### src/rtl/dac_cfg_pkg.sv
package dac_cfg_pkg;

   localparam int ADDR_W  = 5;
   localparam int DATA_W  = 16;
   localparam int FIELD_W = 5;

   localparam logic [ADDR_W-1:0] ADR_VCODE0 = 5'h00;
   localparam logic [ADDR_W-1:0] ADR_VSET   = 5'h08;
   localparam logic [ADDR_W-1:0] ADR_STAT   = 5'h0A;
   localparam logic [ADDR_W-1:0] ADR_NCODE0 = 5'h10;
   localparam logic [ADDR_W-1:0] ADR_NSET   = 5'h18;
   localparam logic [ADDR_W-1:0] ADR_NBUS   = 5'h1A;

   typedef enum logic [1:0] {
      REF_SUPPLY    = 2'b00,
      REF_BANDGAP   = 2'b01,
      REF_EXT_UNBUF = 2'b10,
      REF_EXT_BUF   = 2'b11
   } ref_sel_e;

   typedef enum logic [1:0] {
      PD_ACTIVE = 2'b00,
      PD_R100K  = 2'b01,
      PD_R1K    = 2'b10,
      PD_OPEN   = 2'b11
   } pd_mode_e;

   typedef struct packed {
      logic       gain;
      logic [1:0] pd;
      logic [1:0] refs;
   } chan_set_t;

   function automatic int max3(input int a, input int b, input int c);
      int m;
      m = (a > b) ? a : b;
      return (m > c) ? m : c;
   endfunction

   function automatic logic gain_allowed(input chan_set_t s);
      return s.gain && (s.refs != REF_SUPPLY);
   endfunction

endpackage

### src/rtl/dac_nv_seq.sv
module dac_nv_seq #(
   parameter int DELAY = 16,
   parameter int AW    = 5,
   parameter int DW    = 12
) (
   input  logic          clk,
   input  logic          por_n,
   input  logic          recall,
   input  logic          start,
   input  logic [AW-1:0] start_addr,
   input  logic [DW-1:0] start_data,
   output logic          busy,
   output logic          commit,
   output logic [AW-1:0] commit_addr,
   output logic [DW-1:0] commit_data
);

   localparam int CW = (DELAY < 2) ? 1 : $clog2(DELAY + 1);
   localparam logic [CW-1:0] LOAD = CW'(DELAY);
   localparam logic [CW-1:0] LAST = CW'(1);

   logic [CW-1:0] remain_q;
   logic [AW-1:0] addr_q;
   logic [DW-1:0] data_q;

   always_ff @(posedge clk or negedge por_n) begin
      if (!por_n) begin
         remain_q <= '0;
      end else if (recall) begin
         remain_q <= '0;
      end else if (start) begin
         remain_q <= LOAD;
      end else if (remain_q != '0) begin
         remain_q <= remain_q - LAST;
      end
   end

   always_ff @(posedge clk or negedge por_n) begin
      if (!por_n) begin
         addr_q <= '0;
         data_q <= '0;
      end else if (start && !recall) begin
         addr_q <= start_addr;
         data_q <= start_data;
      end
   end

   assign busy        = (remain_q != '0);
   assign commit      = (remain_q == LAST) && !recall;
   assign commit_addr = addr_q;
   assign commit_data = data_q;

endmodule

### src/rtl/dac_chan_slice.sv
module dac_chan_slice
   import dac_cfg_pkg::*;
#(
   parameter int                RES_BITS     = 12,
   parameter logic [RES_BITS-1:0] FACTORY_CODE = '1
) (
   input  logic                clk,
   input  logic                por_n,
   input  logic                recall,
   input  logic                vol_code_we,
   input  logic                vol_set_we,
   input  logic [RES_BITS-1:0] wr_code,
   input  chan_set_t           wr_set,
   input  logic                nv_code_we,
   input  logic                nv_set_we,
   input  logic [RES_BITS-1:0] nv_code_d,
   input  chan_set_t           nv_set_d,
   output logic [RES_BITS-1:0] vol_code,
   output logic [RES_BITS-1:0] nv_code,
   output chan_set_t           vol_set,
   output chan_set_t           nv_set,
   output logic                eff_gain
);

   always_ff @(posedge clk or negedge por_n) begin
      if (!por_n) begin
         nv_code <= FACTORY_CODE;
         nv_set  <= '0;
      end else begin
         if (nv_code_we) nv_code <= nv_code_d;
         if (nv_set_we)  nv_set  <= nv_set_d;
      end
   end

   always_ff @(posedge clk or negedge por_n) begin
      if (!por_n) begin
         vol_code <= FACTORY_CODE;
         vol_set  <= '0;
      end else if (recall) begin
         vol_code <= nv_code;
         vol_set  <= nv_set;
      end else begin
         if (vol_code_we) vol_code <= wr_code;
         if (vol_set_we)  vol_set  <= wr_set;
      end
   end

   assign eff_gain = gain_allowed(vol_set);

endmodule

### src/rtl/dac_cfg_bank.sv
module dac_cfg_bank
   import dac_cfg_pkg::*;
#(
   parameter int         RES_BITS      = 12,
   parameter int         NUM_CH        = 2,
   parameter int         NV_DELAY      = 16,
   parameter logic [6:0] SLAVE_DEFAULT = 7'h60
) (
   input  logic                       clk,
   input  logic                       por_n,
   input  logic                       rst_n,
   input  logic                       wr_en,
   input  logic                       rd_en,
   input  logic [ADDR_W-1:0]          addr,
   input  logic [DATA_W-1:0]          wdata,
   output logic [DATA_W-1:0]          rdata,
   output logic [NUM_CH*RES_BITS-1:0] dac_code,
   output logic [2*NUM_CH-1:0]        ref_sel,
   output logic [2*NUM_CH-1:0]        pd_mode,
   output logic [NUM_CH-1:0]          gain_2x,
   output logic                       nv_busy,
   output logic [6:0]                 slave_addr
);

   localparam int SET_W  = FIELD_W * NUM_CH;
   localparam int USED_W = max3(RES_BITS, SET_W, 7);
   localparam logic [RES_BITS-1:0] FACTORY_CODE = RES_BITS'((1 << (RES_BITS - 1)) - 1);

   if (!(RES_BITS == 8 || RES_BITS == 10 || RES_BITS == 12)) begin : g_bad_res
      $error("dac_cfg_bank: RES_BITS must be 8, 10 or 12");
   end
   if (NUM_CH < 1 || NUM_CH > 2) begin : g_bad_ch
      $error("dac_cfg_bank: NUM_CH must be 1 or 2");
   end
   if (NV_DELAY < 1) begin : g_bad_delay
      $error("dac_cfg_bank: NV_DELAY must be at least 1");
   end

   logic                       recall;
   logic                       wr_ok;
   logic                       wp_q;
   logic                       nv_loc_ok;
   logic                       nv_start;
   logic                       commit;
   logic [ADDR_W-1:0]          commit_addr;
   logic [USED_W-1:0]          commit_data;
   logic [6:0]                 bus_q;
   logic [DATA_W-1:0]          rd_mux;
   logic [RES_BITS-1:0]        vcode [NUM_CH];
   logic [RES_BITS-1:0]        ncode [NUM_CH];
   chan_set_t                  vset  [NUM_CH];
   chan_set_t                  nset  [NUM_CH];
   logic [NUM_CH*RES_BITS-1:0] ncode_flat;
   logic                       unused_wdata_hi;

   assign recall          = !rst_n;
   assign wr_ok           = wr_en && rst_n;
   assign unused_wdata_hi = ^wdata[DATA_W-1:USED_W];

   always_ff @(posedge clk or negedge por_n) begin
      if (!por_n) begin
         wp_q <= 1'b0;
      end else if (recall) begin
         wp_q <= 1'b0;
      end else if (wr_ok && addr == ADR_STAT) begin
         wp_q <= wdata[1];
      end
   end

   always_comb begin
      nv_loc_ok = (addr == ADR_NSET) || (addr == ADR_NBUS);
      for (int c = 0; c < NUM_CH; c++) begin
         if (addr == ADR_NCODE0 + ADDR_W'(c)) nv_loc_ok = 1'b1;
      end
   end

   assign nv_start = wr_ok && nv_loc_ok && !wp_q && !nv_busy;

   dac_nv_seq #(
      .DELAY (NV_DELAY),
      .AW    (ADDR_W),
      .DW    (USED_W)
   ) u_seq (
      .clk         (clk),
      .por_n       (por_n),
      .recall      (recall),
      .start       (nv_start),
      .start_addr  (addr),
      .start_data  (wdata[USED_W-1:0]),
      .busy        (nv_busy),
      .commit      (commit),
      .commit_addr (commit_addr),
      .commit_data (commit_data)
   );

   for (genvar c = 0; c < NUM_CH; c++) begin : g_ch
      localparam logic [ADDR_W-1:0] VA = ADR_VCODE0 + ADDR_W'(c);
      localparam logic [ADDR_W-1:0] NA = ADR_NCODE0 + ADDR_W'(c);

      logic eff_gain;

      dac_chan_slice #(
         .RES_BITS     (RES_BITS),
         .FACTORY_CODE (FACTORY_CODE)
      ) u_slice (
         .clk         (clk),
         .por_n       (por_n),
         .recall      (recall),
         .vol_code_we (wr_ok && addr == VA),
         .vol_set_we  (wr_ok && addr == ADR_VSET),
         .wr_code     (wdata[RES_BITS-1:0]),
         .wr_set      (chan_set_t'(wdata[c*FIELD_W +: FIELD_W])),
         .nv_code_we  (commit && commit_addr == NA),
         .nv_set_we   (commit && commit_addr == ADR_NSET),
         .nv_code_d   (commit_data[RES_BITS-1:0]),
         .nv_set_d    (chan_set_t'(commit_data[c*FIELD_W +: FIELD_W])),
         .vol_code    (vcode[c]),
         .nv_code     (ncode[c]),
         .vol_set     (vset[c]),
         .nv_set      (nset[c]),
         .eff_gain    (eff_gain)
      );

      assign dac_code[c*RES_BITS +: RES_BITS]   = vcode[c];
      assign ncode_flat[c*RES_BITS +: RES_BITS] = ncode[c];
      assign ref_sel[2*c +: 2]                  = vset[c].refs;
      assign pd_mode[2*c +: 2]                  = vset[c].pd;
      assign gain_2x[c]                         = eff_gain;
   end

   always_ff @(posedge clk or negedge por_n) begin
      if (!por_n) begin
         bus_q <= SLAVE_DEFAULT;
      end else if (commit && commit_addr == ADR_NBUS) begin
         bus_q <= commit_data[6:0];
      end
   end

   assign slave_addr = bus_q;

   always_comb begin
      rd_mux = '0;
      for (int c = 0; c < NUM_CH; c++) begin
         if (addr == ADR_VCODE0 + ADDR_W'(c)) rd_mux[RES_BITS-1:0] = vcode[c];
         if (addr == ADR_NCODE0 + ADDR_W'(c)) rd_mux[RES_BITS-1:0] = ncode[c];
         if (addr == ADR_VSET) rd_mux[c*FIELD_W +: FIELD_W] = vset[c];
         if (addr == ADR_NSET) rd_mux[c*FIELD_W +: FIELD_W] = nset[c];
      end
      if (addr == ADR_STAT) rd_mux[1:0] = {wp_q, nv_busy};
      if (addr == ADR_NBUS) rd_mux[6:0] = bus_q;
   end

   always_ff @(posedge clk or negedge por_n) begin
      if (!por_n) begin
         rdata <= '0;
      end else if (recall) begin
         rdata <= '0;
      end else if (rd_en) begin
         rdata <= rd_mux;
      end
   end

endmodule

### config.mk
export PLATFORM = sky130hd
export DESIGN_NAME = dac_cfg_bank
export DESIGN_NICKNAME = d
export VERILOG_FILES = /design/src/rtl/dac_cfg_pkg.sv /design/src/rtl/dac_nv_seq.sv /design/src/rtl/dac_chan_slice.sv /design/src/rtl/dac_cfg_bank.sv
export SDC_FILE = /design/constraint.sdc
export NUM_CORES = 1
export LEC_CHECK = 0
export ABC_AREA = 0
export BUFFER_PORTS_ARGS = -buffer_cell sky130_fd_sc_hd__buf_2
export CAP_MARGIN = 20
export CORE_MARGIN = 1.5
export CORE_UTILIZATION = 25
export CTS_BUF_LIST = sky130_fd_sc_hd__clkbuf_8
export CTS_CLUSTER_DIAMETER = 60
export DETAILED_ROUTE_END_ITERATION = 7
export GPL_TIMING_DRIVEN = 0
export PLACE_DENSITY = 0.38
export SETUP_SLACK_MARGIN = 0.15
export SLEW_MARGIN = 10
export SYNTH_ARGS = -nofsm -noshare
export SYNTH_HDL_FRONTEND = slang
export SYNTH_HIERARCHICAL = 1
export SYNTH_SLANG_ARGS = --single-unit
export TNS_END_PERCENT = 10
### constraint.sdc
create_clock -name clk -period 3.6 [get_ports clk]
set_input_delay 1.08 -clock clk [delete_from_list [all_inputs] [get_ports clk]]
set_output_delay 1.08 -clock clk [all_outputs]
set_load 0.02 [all_outputs]
Word level (Yosys, flattened, before mapping)
Index checks and enable logic that the tools add are counted.
{"block": "word_totals", "register_bits": 114, "out_inout_bits": 58}
{"block": "classes", "n_addsub": 1, "n_eq_ne": 18, "mux": 27, "reduce_logical": 23}
{"op": "$mux W12", "n": 8}
{"op": "$mux W5", "n": 11}
{"op": "$eq A5 B5 Y1 const B", "n": 8}
{"op": "$mux W16", "n": 2}
{"op": "$logic_and A1 B1 Y1", "n": 16}
{"op": "$eq A5 B1 Y1 const B", "n": 2}
{"op": "$eq A5 B4 Y1 const B", "n": 2}
{"op": "$ne A2 B1 Y1 const B", "n": 5}
{"op": "$mux W7", "n": 1}
{"op": "$logic_not A5 Y1", "n": 1}
{"op": "$reduce_bool A5 Y1", "n": 1}
{"op": "$sub A5 B1 Y5 const B", "n": 1}
{"op": "$mux W1", "n": 4}
{"op": "$reduce_bool A2 Y1", "n": 2}
{"op": "$ne A3 B1 Y1 const B", "n": 1}
{"op": "$logic_not A1 Y1", "n": 2}
{"op": "$mux W2", "n": 1}
{"op": "$logic_or A1 B1 Y1", "n": 1}

Logic depth before layout (Yosys ltp)
{"block": "logic_depth", "depth_word": 12, "ltp_mapped": 11}

By module
The synthesis kept the hierarchy.
{"mod": "dac_chan_slice", "instances": 2, "cells_each": 109, "area_each_um2": 1438.9}
{"mod": "dac_cfg_bank", "instances": 1, "cells_each": 198, "area_each_um2": 1751.7}
{"mod": "dac_nv_seq", "instances": 1, "cells_each": 64, "area_each_um2": 924.6}

Worst setup path before layout
OpenSTA, ideal clock, no wires.
{"block": "synth_path", "path_kind": "input to register", "from": "input rst_n", "to": "register g_ch[0].u_slice/nv_set[0] (netlist name)", "arrival_ns": 3.637, "setup_slack_ns": -0.161, "cell_stages": 7, "cell_sequence": "clkbuf_1 inv_1 nor4_1 and2_1 nand3b_1 nor4b_1 mux2_2"}
{"block": "synth_between", "elab_chain_cells": 2}
{"item": "from (decl)", "line": "dac_cfg_bank.sv:11", "rtl": "input logic rst_n,"}
{"item": "$logic_and A1 B1 Y1", "line": "dac_nv_seq.sv:49", "rtl": "assign commit = (remain_q == LAST) && !recall;"}
{"item": "named net commit", "line": "dac_cfg_bank.sv:44", "rtl": "logic commit;"}
{"item": "$logic_and A1 B1 Y1", "line": "dac_cfg_bank.sv:114", "rtl": ".nv_set_we (commit && commit_addr == ADR_NSET),"}
{"item": "to (signal assigned)", "line": "dac_chan_slice.sv:31", "rtl": "if (nv_set_we) nv_set <= nv_set_d;"}
{"item": "to (decl)", "line": "dac_chan_slice.sv:21", "rtl": "output chan_set_t nv_set,"}
The timed path passes the listed nets, and every way through them passes these cells.
A chain may end at the register's enable or synchronous reset.

Worst setup path after layout
{"block": "layout_path", "from": "input rst_n", "to": "register g_ch[0].u_slice.nv_code[11]"}
{"block": "layout_between", "elab_chain_cells": 2}
{"item": "$logic_and A1 B1 Y1", "line": "dac_nv_seq.sv:49"}
{"item": "named net commit", "line": "dac_cfg_bank.sv:44"}
{"item": "$logic_and A1 B1 Y1", "line": "dac_cfg_bank.sv:113", "rtl": ".nv_code_we (commit && commit_addr == NA),"}
{"item": "to (signal assigned)", "line": "dac_chan_slice.sv:30", "rtl": "if (nv_code_we) nv_code <= nv_code_d;"}
{"item": "to (decl)", "line": "dac_chan_slice.sv:19", "rtl": "output logic [RES_BITS-1:0] nv_code,"}
The timed path passes the listed nets, and every way through them passes these cells.

==> impl_metrics.yaml <==
run_status:
  status: "completed"
timing:
  rsz0062_at_grt: "yes"
  slew_violations: 0
  timing.fmax_mhz: 290.8
  fin_crit_sh_pct: 95.54
  finalSetupViolCount: 0
  post-route-min-period_ns: 3.439
  hold_violations: 0
  fin_ws_ns: 0.1607
  clock_skew_ns: 0.02289
  hold_ws_ns: 0.4886
  max_slew.worst_pin.slew_ns: 1.042
  slew_headroom_pct: 29.86
final_layout:
  fill_cells: 2257
  drive_above_1_share_pct: 43.01
  area_growth_pct: 18.70
  fin_util_pct: 30.21
  multi_input_area_um2: 2531
  ff_latch_area_um2: 2810
  nNetsFinal: 602
  insertedDiodeCount: 0
min_path:
  whs_endpoint: "g_ch[0].u_slice/vol_code[5]$_DFFE_PN1P_"
  min_from: "g_ch[0].u_slice/nv_code[5]$_DFFE_PN1P_"
  min_path_cells: 2
  hp-class: "reg2reg"
drt:
  drt_first_pass_iters: 5
  drt_wl_total_mm: 20.41
  drt-initial-drc-count: 222
  wl_per_cell_um: 23.76
  ant_nets: 0
  vias_per_cell: 5.070
  drc: 0
  vias: 4355
worst_setup_path:
  crit_required_ns: 3.88
  r2r-start: "u_seq/remain_q[0]$_DFFE_PN0P_"
  crit_type: "in2reg"
  path_max_fanout: 12
  endpoint_kind: "flip-flop"
  r2r_cells: 11
  r2r-end: "u_seq/commit_data[0]$_DFFE_PN0P_"
  arrival_ns: 3.72
  start_kind: "input pin"
  r2r_setup_slack_ns: 0.50
clock_tree:
  clk_latency_ns: 0.41
  cts.sinks: 110
  cts_buffers: 9
  cts_buffer_depth: 2
  htreeDepth: 3
  hold_buffers: 0
  clk_pin_slew_worst_paths_ns: 0.11
  cts_root_buf: "clkbuf_8"
  cts_tree: "yes"
power:
  netSwitchingPower_mw: 0.8797
  clkPwrFrac_pct: 27.1
  sw_frac_of_total_pct: 31.31
  share_comb_of_total_power_pct: 19.3
  seqPwrFrac_pct: 53.6
  power.density_nw_per_um2: 426.2
  vdd.ir_drop.worst_mv: 0.1769
  leakage_nw: 2.836
  internal_power_mw: 1.930
  finalPower_mw: 2.810
die:
  die_h_um: 152.1
  io-pin-count: 84
  design.die.area_um2: 23120
  core_area_um2: 21820
  die_x_um: 152.1
  rows: 54
  floorplan.initialDensity_pct: 25.45
synth:
  ys_seq_area_share_pct: 50.60
  synth-main-ff-cell: "dfrtp_1"
  syn-instance-count: 480
  synth-async-reset-ratio_pct: 100.0
  synth.avg_cell_area_um2: 11.57
  synthesis.area_um2: 5554
  ys_warn_count: 6
  synthDistinctLibCells: 66
  synth_edf_count: 0
  ys_ff_latch: 110
global_routing:
  grt_overflow: 0
  grt_pass1_wl_mm: 30.53
  grt_pass1_vias: 4585
  grtUsageTotal_pct: 17.94
  grt_start_max_net_pins: 63
  antenna_found_initial: 0
placement:
  dp_slack_ns: -0.9881
  place_hpwl_mm: 14.09
  gp_congestion: 0.8210
  io_buffer_count: 74
flow_run:
  timing.max_cap.violations: 0
-- power groups by stage --
| stage | combinational (mW) | clock (mW) | sequential, mW |
|---|---|---|---|
| after global routing | 0.592 | 0.834 | 1.53 |
| after CTS | 0.545 | 0.800 | 1.50 |
| after detailed placement | 0.541 | 0 | 1.52 |
| after global placement | 0.523 | 0 | 1.51 |
| final | 0.543 | 0.761 | 1.51 |
| after floorplan | 0.340 | 0 | 1.50 |
-- synth_stat cells, types with 3 or more instances --
| cell type | n | share of area, % |
|---|---|---|
| a21oi_1 | 9 | 0.81 |
| a22o_1 | 5 | 0.79 |
| a31oi_1 | 7 | 0.79 |
| a32oi_1 | 3 | 0.47 |
| and3_1 | 5 | 0.56 |
| buf_2 | 15 | 1.4 |
| buf_4 | 11 | 1.5 |
| buf_6 | 5 | 1.0 |
| clkbuf_1 | 4 | 0.27 |
| dfrtp_1 | 64 | 29 |
| dfstp_2 | 46 | 22 |
| inv_1 | 4 | 0.27 |
| mux2_2 | 56 | 11 |
| mux2i_1 | 39 | 7.0 |
| nand2_1 | 45 | 3.0 |
| nand3_1 | 6 | 0.54 |
| nand3b_1 | 4 | 0.54 |
| nor2_1 | 22 | 1.5 |
| nor2b_1 | 6 | 0.68 |
| nor4_1 | 4 | 0.45 |
| nor4b_1 | 3 | 0.47 |
| o211ai_1 | 4 | 0.54 |
| o21a_1 | 3 | 0.41 |
| o21ai_0 | 28 | 2.5 |
| o21ai_1 | 19 | 1.7 |
| o32ai_1 | 6 | 0.95 |
| or3b_2 | 3 | 0.47 |
-- cells in the final DEF (no fill, tap or decap), drive strengths merged, types with 4 or more instances in the layout --
cell type  count
and3           6
nand3          6
inv            7
nand3b         4
nand2         45
mux2          58
conb           4
mux2i         39
a22o           5
nor3           4
o211ai         4
a21oi          9
a31oi          7
buf          110
dfrtp         64
dfstp         46
clkbuf        14
o21ai         49
o32ai          6
nor2b          7
nor2          23
clkinvlp       4
nor4           4
-- registers in the layout (all words and copies together) (netlist names) --
register and count:
u_seq/remain_q 5, u_seq/commit_addr 5, g_ch.u_slice/nv_code 24, g_ch.u_slice/nv_set 10
slave_addr 7, rdata 12, wp_q 1, u_seq/commit_data 12
g_ch.u_slice/vol_code 24, g_ch.u_slice/vol_set 10
-- layout make-up --
cell class | count | area share, %
tap | 280 | 5.314
buffer | 36 | 3.796
inverter | 5 | 0.3416
multi-input combinational | 332 | 38.39
sequential | 110 | 42.63
clock buffer | 9 | 1.879
clock inverter | 7 | 0.9300
timing repair inverter | 1 | 0.07592
timing repair buffer | 79 | 6.643
-- metrics by stage --
step | instance area (um^2) | std cells | TNS [ns]
2_1_floorplan | 5572 | 483 | 0
3_3_place_gp | 6292 | 837 | -41.25
3_5_place_dp | 6354 | 840 | -32.91
4_1_cts | 6561 | 857 | 0
5_1_grt | 6593 | 859 | 0
6_report | 6593 | 859 | 0
-- routing by layer --
metal,share of wire [%],vias up,GRT usage [%]
li1,-,1941,-
met1,47,2240,24.46
met2,46,142,28.12
met3,4.9,32,4.107
met4,2.3,0,5.779
met5,0,-,0
-- kinds of logic (layout without fill, tap and decap cells) --
family                     after synthesis  in the layout  share of synthesized area (%)
AOI/OAI and AO/OA                      104            104                          12.21
xor gates and xnor gates                 2              2                         0.3154
adders and majority gates                2              2                         0.4505
buffers and inverters                   41            137                          4.730
DFF                                    110            110                          50.60
muxes                                   99             99                          19.73
other                                    1              4                        0.06752
and+or+nand+nor                        121            121                          11.90
-- worst max-delay path by stage --
stage,start,end,cells past startpoint
6_report,rst_n,g_ch[0].u_slice/nv_code[11]$_DFFE_PN0P_,8
5_1_grt,rst_n,g_ch[0].u_slice/nv_code[11]$_DFFE_PN0P_,8
4_1_cts,u_seq/remain_q[0]$_DFFE_PN0P_,u_seq/commit_data[0]$_DFFE_PN0P_,11
3_5_place_dp,rst_n,g_ch[1].u_slice/nv_code[11]$_DFFE_PN0P_,8
3_3_place_gp,rst_n,g_ch[0].u_slice/nv_set[2]$_DFFE_PN0P_,7
2_1_floorplan,rst_n,g_ch[0].u_slice/nv_set[0]$_DFFE_PN0P_,7
-- worst max-delay path, stage by stage --
cell and delay, ns:
clkbuf_2 0.29, clkinvlp_4 0.37, nor4_1 0.31, and2_1 0.17, nand3b_1 0.24, nor4_2 0.49, buf_4 0.38, mux2_2 0.37
-- timing repair --
| item | CTS | global route |
|---|---|---|
| endpoints found under the setup margin | 49 | 35 |
| gates cloned | 1 | 0 |
| pin swaps | 0 | 2 |
| resized for setup | 4 | 5 |
| buffers inserted | 0 | 2 |
No activity file was read; power rests on OpenSTA's default activity.
